**src/rtl/adc_host_pkg.sv**
```systemverilog
package adc_host_pkg;
  typedef enum logic [3:0] {
    ST_IDLE,
    ST_CNV,
    ST_BSY_HI,
    ST_BSY_LO,
    ST_RD_LO,
    ST_RD_GAP,
    ST_RD_HI,
    ST_RECOV,
    ST_WR_SU,
    ST_WR_LO,
    ST_WR_HD,
    ST_WR_GAP
  } host_state_e;
endpackage

```
**src/rtl/adc_host_sync.sv**
```systemverilog
module adc_host_sync #(
  parameter int STAGES = 2
) (
  input  logic clk_i,
  input  logic rst_ni,
  input  logic d_i,
  output logic q_o
);
  logic [STAGES-1:0] chain_q;

  generate
    for (genvar g = 0; g < STAGES; g++) begin : g_stage
      if (g == 0) begin : g_first
        always_ff @(posedge clk_i or negedge rst_ni) begin
          if (!rst_ni) chain_q[0] <= 1'b0;
          else         chain_q[0] <= d_i;
        end
      end else begin : g_next
        always_ff @(posedge clk_i or negedge rst_ni) begin
          if (!rst_ni) chain_q[g] <= 1'b0;
          else         chain_q[g] <= chain_q[g-1];
        end
      end
    end
  endgenerate

  assign q_o = chain_q[STAGES-1];
endmodule

```
**src/rtl/adc_host_timer.sv**
```systemverilog
module adc_host_timer #(
  parameter int CW = 8
) (
  input  logic          clk_i,
  input  logic          rst_ni,
  input  logic          load_i,
  input  logic [CW-1:0] val_i,
  output logic          done_o
);
  logic [CW-1:0] cnt_q;

  always_ff @(posedge clk_i or negedge rst_ni) begin
    if (!rst_ni)              cnt_q <= '0;
    else if (load_i)          cnt_q <= val_i;
    else if (cnt_q != '0)     cnt_q <= cnt_q - 1'b1;
  end

  assign done_o = (cnt_q == '0);
endmodule

```
**src/rtl/adc_host_assemble.sv**
```systemverilog
module adc_host_assemble #(
  parameter int DATA_W = 12,
  parameter int BYTE_W = 8,
  parameter int OUT_W  = 16
) (
  input  logic [DATA_W-1:0] bus_i,
  input  logic [BYTE_W-1:0] lo_i,
  input  logic              byte_mode_i,
  input  logic              twos_i,
  output logic [OUT_W-1:0]  word_o
);
  localparam int HI_W  = DATA_W - BYTE_W;
  localparam int EXT_W = OUT_W - DATA_W;

  logic [DATA_W-1:0] raw;

  always_comb begin
    if (byte_mode_i) raw = {bus_i[HI_W-1:0], lo_i};
    else             raw = bus_i;
  end

  // sign or zero fill of the upper bits
  assign word_o = {{EXT_W{twos_i & raw[DATA_W-1]}}, raw};
endmodule

```
**src/rtl/adc_par_host.sv**
```systemverilog
module adc_par_host
  import adc_host_pkg::*;
#(
  parameter int DATA_W       = 12,
  parameter int BYTE_W       = 8,
  parameter int OUT_W        = 16,
  parameter int CW           = 8,
  parameter int SYNC_STAGES  = 2,
  parameter int CONVST_CYC   = 2,
  parameter int RD_CYC       = 6,
  parameter int GAP_CYC      = 2,
  parameter int QUIET_CYC    = 6,
  parameter int FLOAT_CYC    = 10,
  parameter int WR_SETUP_CYC = 2,
  parameter int WR_CYC       = 2,
  parameter int WR_HOLD_CYC  = 2
) (
  input  logic              clk_i,
  input  logic              rst_ni,
  input  logic              start_i,
  input  logic              cfg_wr_i,
  input  logic [DATA_W-1:0] cfg_data_i,
  input  logic              byte_mode_i,
  input  logic              twos_comp_i,
  input  logic              busy_i,
  input  logic [DATA_W-1:0] db_i,
  output logic [DATA_W-1:0] db_o,
  output logic              db_oe_o,
  output logic              convst_no,
  output logic              cs_no,
  output logic              rd_no,
  output logic              wr_no,
  output logic              hben_o,
  output logic [OUT_W-1:0]  result_o,
  output logic              valid_o,
  output logic              coding_o,
  output logic              ready_o
);
  localparam int RECOV_CYC = (QUIET_CYC > FLOAT_CYC) ? QUIET_CYC : FLOAT_CYC;

  host_state_e       state_q, state_d;
  logic              busy_s;
  logic              tmr_load, tmr_done;
  logic [CW-1:0]     tmr_val;
  logic              byte_q, twos_q;
  logic [DATA_W-1:0] cfg_q;
  logic [BYTE_W-1:0] lo_q;
  logic [OUT_W-1:0]  asm_word;
  logic [OUT_W-1:0]  result_q;
  logic              valid_q, coding_q;

  adc_host_sync #(.STAGES(SYNC_STAGES)) u_sync (
    .clk_i  (clk_i),
    .rst_ni (rst_ni),
    .d_i    (busy_i),
    .q_o    (busy_s)
  );

  adc_host_timer #(.CW(CW)) u_timer (
    .clk_i  (clk_i),
    .rst_ni (rst_ni),
    .load_i (tmr_load),
    .val_i  (tmr_val),
    .done_o (tmr_done)
  );

  adc_host_assemble #(
    .DATA_W (DATA_W),
    .BYTE_W (BYTE_W),
    .OUT_W  (OUT_W)
  ) u_asm (
    .bus_i       (db_i),
    .lo_i        (lo_q),
    .byte_mode_i (byte_q),
    .twos_i      (twos_q),
    .word_o      (asm_word)
  );

  // length of each timed state, minus one
  function automatic logic [CW-1:0] dur_of(host_state_e s);
    case (s)
      ST_CNV:    dur_of = CW'(CONVST_CYC - 1);
      ST_RD_LO:  dur_of = CW'(RD_CYC - 1);
      ST_RD_HI:  dur_of = CW'(RD_CYC - 1);
      ST_RD_GAP: dur_of = CW'(GAP_CYC - 1);
      ST_RECOV:  dur_of = CW'(RECOV_CYC - 1);
      ST_WR_SU:  dur_of = CW'(WR_SETUP_CYC - 1);
      ST_WR_LO:  dur_of = CW'(WR_CYC - 1);
      ST_WR_HD:  dur_of = CW'(WR_HOLD_CYC - 1);
      ST_WR_GAP: dur_of = CW'(GAP_CYC - 1);
      default:   dur_of = '0;
    endcase
  endfunction

  always_comb begin
    state_d = state_q;
    case (state_q)
      ST_IDLE: begin
        if (cfg_wr_i)     state_d = ST_WR_SU;
        else if (start_i) state_d = ST_CNV;
      end
      ST_CNV:    if (tmr_done) state_d = ST_BSY_HI;
      ST_BSY_HI: if (busy_s)   state_d = ST_BSY_LO;
      ST_BSY_LO: if (!busy_s)  state_d = ST_RD_LO;
      ST_RD_LO:  if (tmr_done) state_d = byte_q ? ST_RD_GAP : ST_RECOV;
      ST_RD_GAP: if (tmr_done) state_d = ST_RD_HI;
      ST_RD_HI:  if (tmr_done) state_d = ST_RECOV;
      ST_RECOV:  if (tmr_done) state_d = ST_IDLE;
      ST_WR_SU:  if (tmr_done) state_d = ST_WR_LO;
      ST_WR_LO:  if (tmr_done) state_d = ST_WR_HD;
      ST_WR_HD:  if (tmr_done) state_d = ST_WR_GAP;
      ST_WR_GAP: if (tmr_done) state_d = ST_IDLE;
      default:   state_d = ST_IDLE;
    endcase
  end

  assign tmr_load = (state_d != state_q);
  assign tmr_val  = dur_of(state_d);

  always_ff @(posedge clk_i or negedge rst_ni) begin
    if (!rst_ni) state_q <= ST_IDLE;
    else         state_q <= state_d;
  end

  // request attributes latched at acceptance
  always_ff @(posedge clk_i or negedge rst_ni) begin
    if (!rst_ni) begin
      byte_q <= 1'b0;
      twos_q <= 1'b0;
      cfg_q  <= '0;
    end else if (state_q == ST_IDLE) begin
      if (cfg_wr_i) begin
        cfg_q <= cfg_data_i;
      end else if (start_i) begin
        byte_q <= byte_mode_i;
        twos_q <= twos_comp_i;
      end
    end
  end

  always_ff @(posedge clk_i or negedge rst_ni) begin
    if (!rst_ni) begin
      lo_q     <= '0;
      result_q <= '0;
      valid_q  <= 1'b0;
      coding_q <= 1'b0;
    end else begin
      valid_q <= 1'b0;
      if (tmr_done && state_q == ST_RD_LO && byte_q) begin
        lo_q <= db_i[BYTE_W-1:0];
      end
      if (tmr_done && ((state_q == ST_RD_LO && !byte_q) || state_q == ST_RD_HI)) begin
        result_q <= asm_word;
        coding_q <= twos_q;
        valid_q  <= 1'b1;
      end
    end
  end

  logic rd_act, wr_act;
  assign rd_act = (state_q == ST_RD_LO) || (state_q == ST_RD_HI);
  assign wr_act = (state_q == ST_WR_SU) || (state_q == ST_WR_LO) || (state_q == ST_WR_HD);

  assign convst_no = (state_q != ST_CNV);
  assign rd_no     = !rd_act;
  assign wr_no     = (state_q != ST_WR_LO);
  assign cs_no     = !(rd_act || wr_act);
  assign hben_o    = (state_q == ST_RD_HI);
  assign db_oe_o   = wr_act;
  assign db_o      = cfg_q;
  assign result_o  = result_q;
  assign valid_o   = valid_q;
  assign coding_o  = coding_q;
  assign ready_o   = (state_q == ST_IDLE);
endmodule

```
**config.mk**
```make
export PLATFORM = sky130hd
export DESIGN_NAME = adc_par_host
export DESIGN_NICKNAME = d
export VERILOG_FILES = /design/src/rtl/adc_host_pkg.sv /design/src/rtl/adc_host_sync.sv /design/src/rtl/adc_host_timer.sv /design/src/rtl/adc_host_assemble.sv /design/src/rtl/adc_par_host.sv
export SDC_FILE = /design/constraint.sdc
export NUM_CORES = 1
export LEC_CHECK = 0
export ABC_CLOCK_PERIOD_IN_PS = 6050
export BUFFER_PORTS_ARGS = -buffer_cell sky130_fd_sc_hd__buf_2
export CORE_MARGIN = 1
export CORE_UTILIZATION = 55
export CTS_BUF_LIST = sky130_fd_sc_hd__clkbuf_16
export DETAILED_ROUTE_END_ITERATION = 6
export PLACE_DENSITY_LB_ADDON = 0.12
export SYNTH_ARGS = -nofsm -noshare
export SYNTH_HDL_FRONTEND = slang
export SYNTH_SLANG_ARGS = --single-unit
```
**constraint.sdc**
```tcl
create_clock -name clk_i -period 6.05 [get_ports clk_i]
set_input_delay 0.605 -clock clk_i [delete_from_list [all_inputs] [get_ports clk_i]]
set_output_delay 0.605 -clock clk_i [all_outputs]
set_load 0.02 [all_outputs]
```
==> impl_results.md <==
- Sequential Area: around 0.0013 mm²
- Ant. Diodes: 0
- CTS H-tree lvls: 2
- Grt ovf: 0
- Fillers: approximately 320
- Layout cells sized above 1: 0.3964
- Synth Flop Type: dfrtp_1
- Die footprint: around 0.0047 mm²
- EDFF count, synth: 0
- Power, Total: between 1000 and 1500 µW
- Synth Area in Adders: 0.01024
- Critical-path top delay cell: a2111o_1
- CP Launch Type: register
- Setup-failing EPs final: 0
- Synth unique cells: 37
- Crit path buf inv count: 1
- Number of global-route vias before repair: around 1,600
- Hold Crit Depth: 0
- Die X: just under 70 µm
- Clk_lat worst skew: between 0.2 and 0.3 ns
- Via density: 5.415
- Synth async-reset ratio: 1.000
- CTS Root Cell: clkbuf_16
- I/O pins: roughly 70
- Final worst setup slack: between 3 and 4 ns
- Count of final hold-check violations: 0
- RSZ-0062 raised after global routing: no
- Dominant cell type by area after synthesis: dfrtp_1
- Worst reg2reg startpoint: u_timer.cnt_q[0]
- Min-Delay Endpoint: u_sync.q_o
- Fmax: roughly 410 MHz
- Yosys Warn Count: 0
- TNS Setup: 0 ns
- Fin crit share: 0.3985
- Count leader, synth: dfrtp_1
- Critical path class: register to register
- Pre-antenna DRT Iters: 4
- Combinational family with the most area after synthesis: multiplexers
- Critical-path cell list: inv_1, ha_1, nor3b_1, and2_1, nor3_4, nor2_1, a2111o_1, mux2_4
- Hold Buf Count CTS: 0
- # rows: 23
- Worst-margin pin slew: approximately 0.8 ns
- CTS tree: yes
- GRT Overall Usage: 0.2151
- PortBufs: 67
- Worst reg2reg endpoint: u_timer.cnt_q[2]
- Synth cell count leaders: dfrtp_1, nand2_1, mux2_2
- Clock tree sinks: 51
- Sequential fraction of the synthesis area: 0.5220
- Global-route wire length before repair: around 7.3 mm
- Worst-case reg-to-reg path depth: 8
- Compound-cell area share of the yosys netlist: 0.07881
- Mux contribution to synthesized area: 0.1745
- Initial DRC Count: 89
- Starting Density: 0.5900
- DR WL/cell: ~14 µm
- Slew headroom: 0.4672
- Synth top area cells: dfrtp_1, mux2_2, mux2i_1
- Crit end category: register
- Reg clk slew, reported paths: ~0.07 ns
- Final Wtd Congestion: between 0.8 and 0.9
- Reg2reg setup slack: around 3.6 ns
- Final WL: around 4.7 mm
- Post-synthesis register bit count: 51
- HP Class: register to register
- Pleak: about 0.0014 µW
- Setup WS pre-CTS: around 3.7 ns
- Final Cell Area: 0.002899 mm²
- Shortest period the worst path allows: roughly 2.4 ns
- Final Max Tran Viols: 0
- Clock tree buffer depth: 2
- Synth top area share: 0.5220
- Outcome: finished clean
- Largest net degree at the start of global routing: between 50 and 60
- Post-Syn Nets: between 200 and 250
- Hold path start: u_sync.chain_q[0]
- P per Cell Area: 467.7 mW/mm²
- Multi-input gate area: around 0.0010 mm²
- Max-cap violations: 0
- Final net count: 307
- Post-DRT Antenna Nets: 0
- Post-DP HPWL: roughly 3.2 mm
- Synth Area in XOR/XNOR: 0.02508
- Placed inst area: between 0.002 and 0.003 mm²
- Vias: 1,760
- Core area: approximately 0.0041 mm²
- Post-CTS sizing: 0
- Critical path's largest stage delay: around 0.57 ns
- WP data required: between 6 and 7 ns
- Final setup skew: about 0.0062 ns
- Worst VDD drop: 0.0002202 V
- Mapped Avg Cell Area: between 10 and 15 µm²
- Syn-to-layout area delta: 18.58%
- Delay-heaviest family, CP: simple AND/OR/NAND/NOR gates
- Num CTS Buffers: 5
- Post-Synth Simple-Gate Area: 0.1377
- Drt drc: 0
- Mapped Area: 0.002445 mm²
- Post-CTS setup buffer count: 0
- CP Max Fanout: 8
- Mapped Cells: around 210
- Die height: a little under 70 µm
- Initial antenna violation count: 0
- Crit path DAT: between 2 and 3 ns
==> worst max path at each step <==
stage / startpoint / end / slack (ns) / cells after the start
5_1_grt: u_timer.cnt_q[0] / result_o[11] / 3.46 / 6
6_report: u_timer.cnt_q[0] / u_timer.cnt_q[2] / 3.64 / 8
4_1_cts: state_q[1] / u_timer.cnt_q[2] / 3.63 / 5
3_5_place_dp: u_timer.cnt_q[0] / u_timer.cnt_q[2] / 3.65 / 8
2_1_floorplan: u_timer.cnt_q[0] / u_timer.cnt_q[2] / 3.81 / 10
3_3_place_gp: state_q[1] / u_timer.cnt_q[2] / 3.71 / 5
==> cell type report <==
| class | instances | area share |
|---|---|---|
| Sequential cell | 51 | 0.4402 |
| Clock inverter | 3 | 0.008200 |
| Clock buffer | 5 | 0.04316 |
| Multi-Input combinational cell | 141 | 0.3595 |
| Timing Repair Buffer | 68 | 0.1183 |
| Tap cell | 50 | 0.02158 |
| Inverter | 7 | 0.009063 |
==> worst reg2reg max path, cell delays in order (launching register included) <==
cell and delay, ns:
dfrtp_1 0.37, inv_1 0.09, ha_1 0.21, nor3b_1 0.15, and2_1 0.26, nor3_4 0.25, nor2_1 0.06, a2111o_1 0.57
mux2_4 0.35
==> flip-flops by register name, summed over array words and instances (netlist names), 4 cells and up <==
name,cells
db_o,12
result_o,13
state_q,4
u_timer.cnt_q,8
lo_q,8
==> per-stage QoR <==
step	util	instances	hold slack, ns
final	0.6996	325	0.3488
after global routing	0.6996	325	0.3568
after CTS	0.6996	325	0.3514
after detailed placement	0.6636	317	0.3466
after global placement	0.6636	317	0.3520
after floorplan	-	214	0.3094
==> power by group <==
part / internal, µW / switching [µW]
combinational: 245 / 303
sequential: 429 / 96.1
clock: 155 / 128
total: 829 / 527
==> logic make-up (layout without fill, tap and decap cells) <==
logic type	count (synthesis)	in the layout
muxes	39	39
AOI/OAI and AO/OA	29	29
buffers and inverters	22	83
and+or+nand+nor	64	64
adders and majority gates	2	2
xor gates and xnor gates	7	7
DFF	51	51
==> routing by layer <==
metal / share of wire / track usage
met2: 0.48 / 0.3382
met5: 0 / 0
met3: 0.045 / 0.05099
met1: 0.46 / 0.2886
met4: 0.014 / 0.08073
==> layout by cell type, fill, tap and decap left out, types with 3 or more instances in the layout <==
cell	count
a211oi_1	3
nor2_1	15
and2_1	3
xnor2_1	5
nor3_1	3
buf_2	67
o21ai_0	14
inv_1	7
mux2i_1	13
a21oi_1	4
mux2_2	25
dfrtp_1	51
nand2_1	26
clkbuf_16	5
nor2b_1	4
nand3_1	3
(Power assumes the default switching activity.)
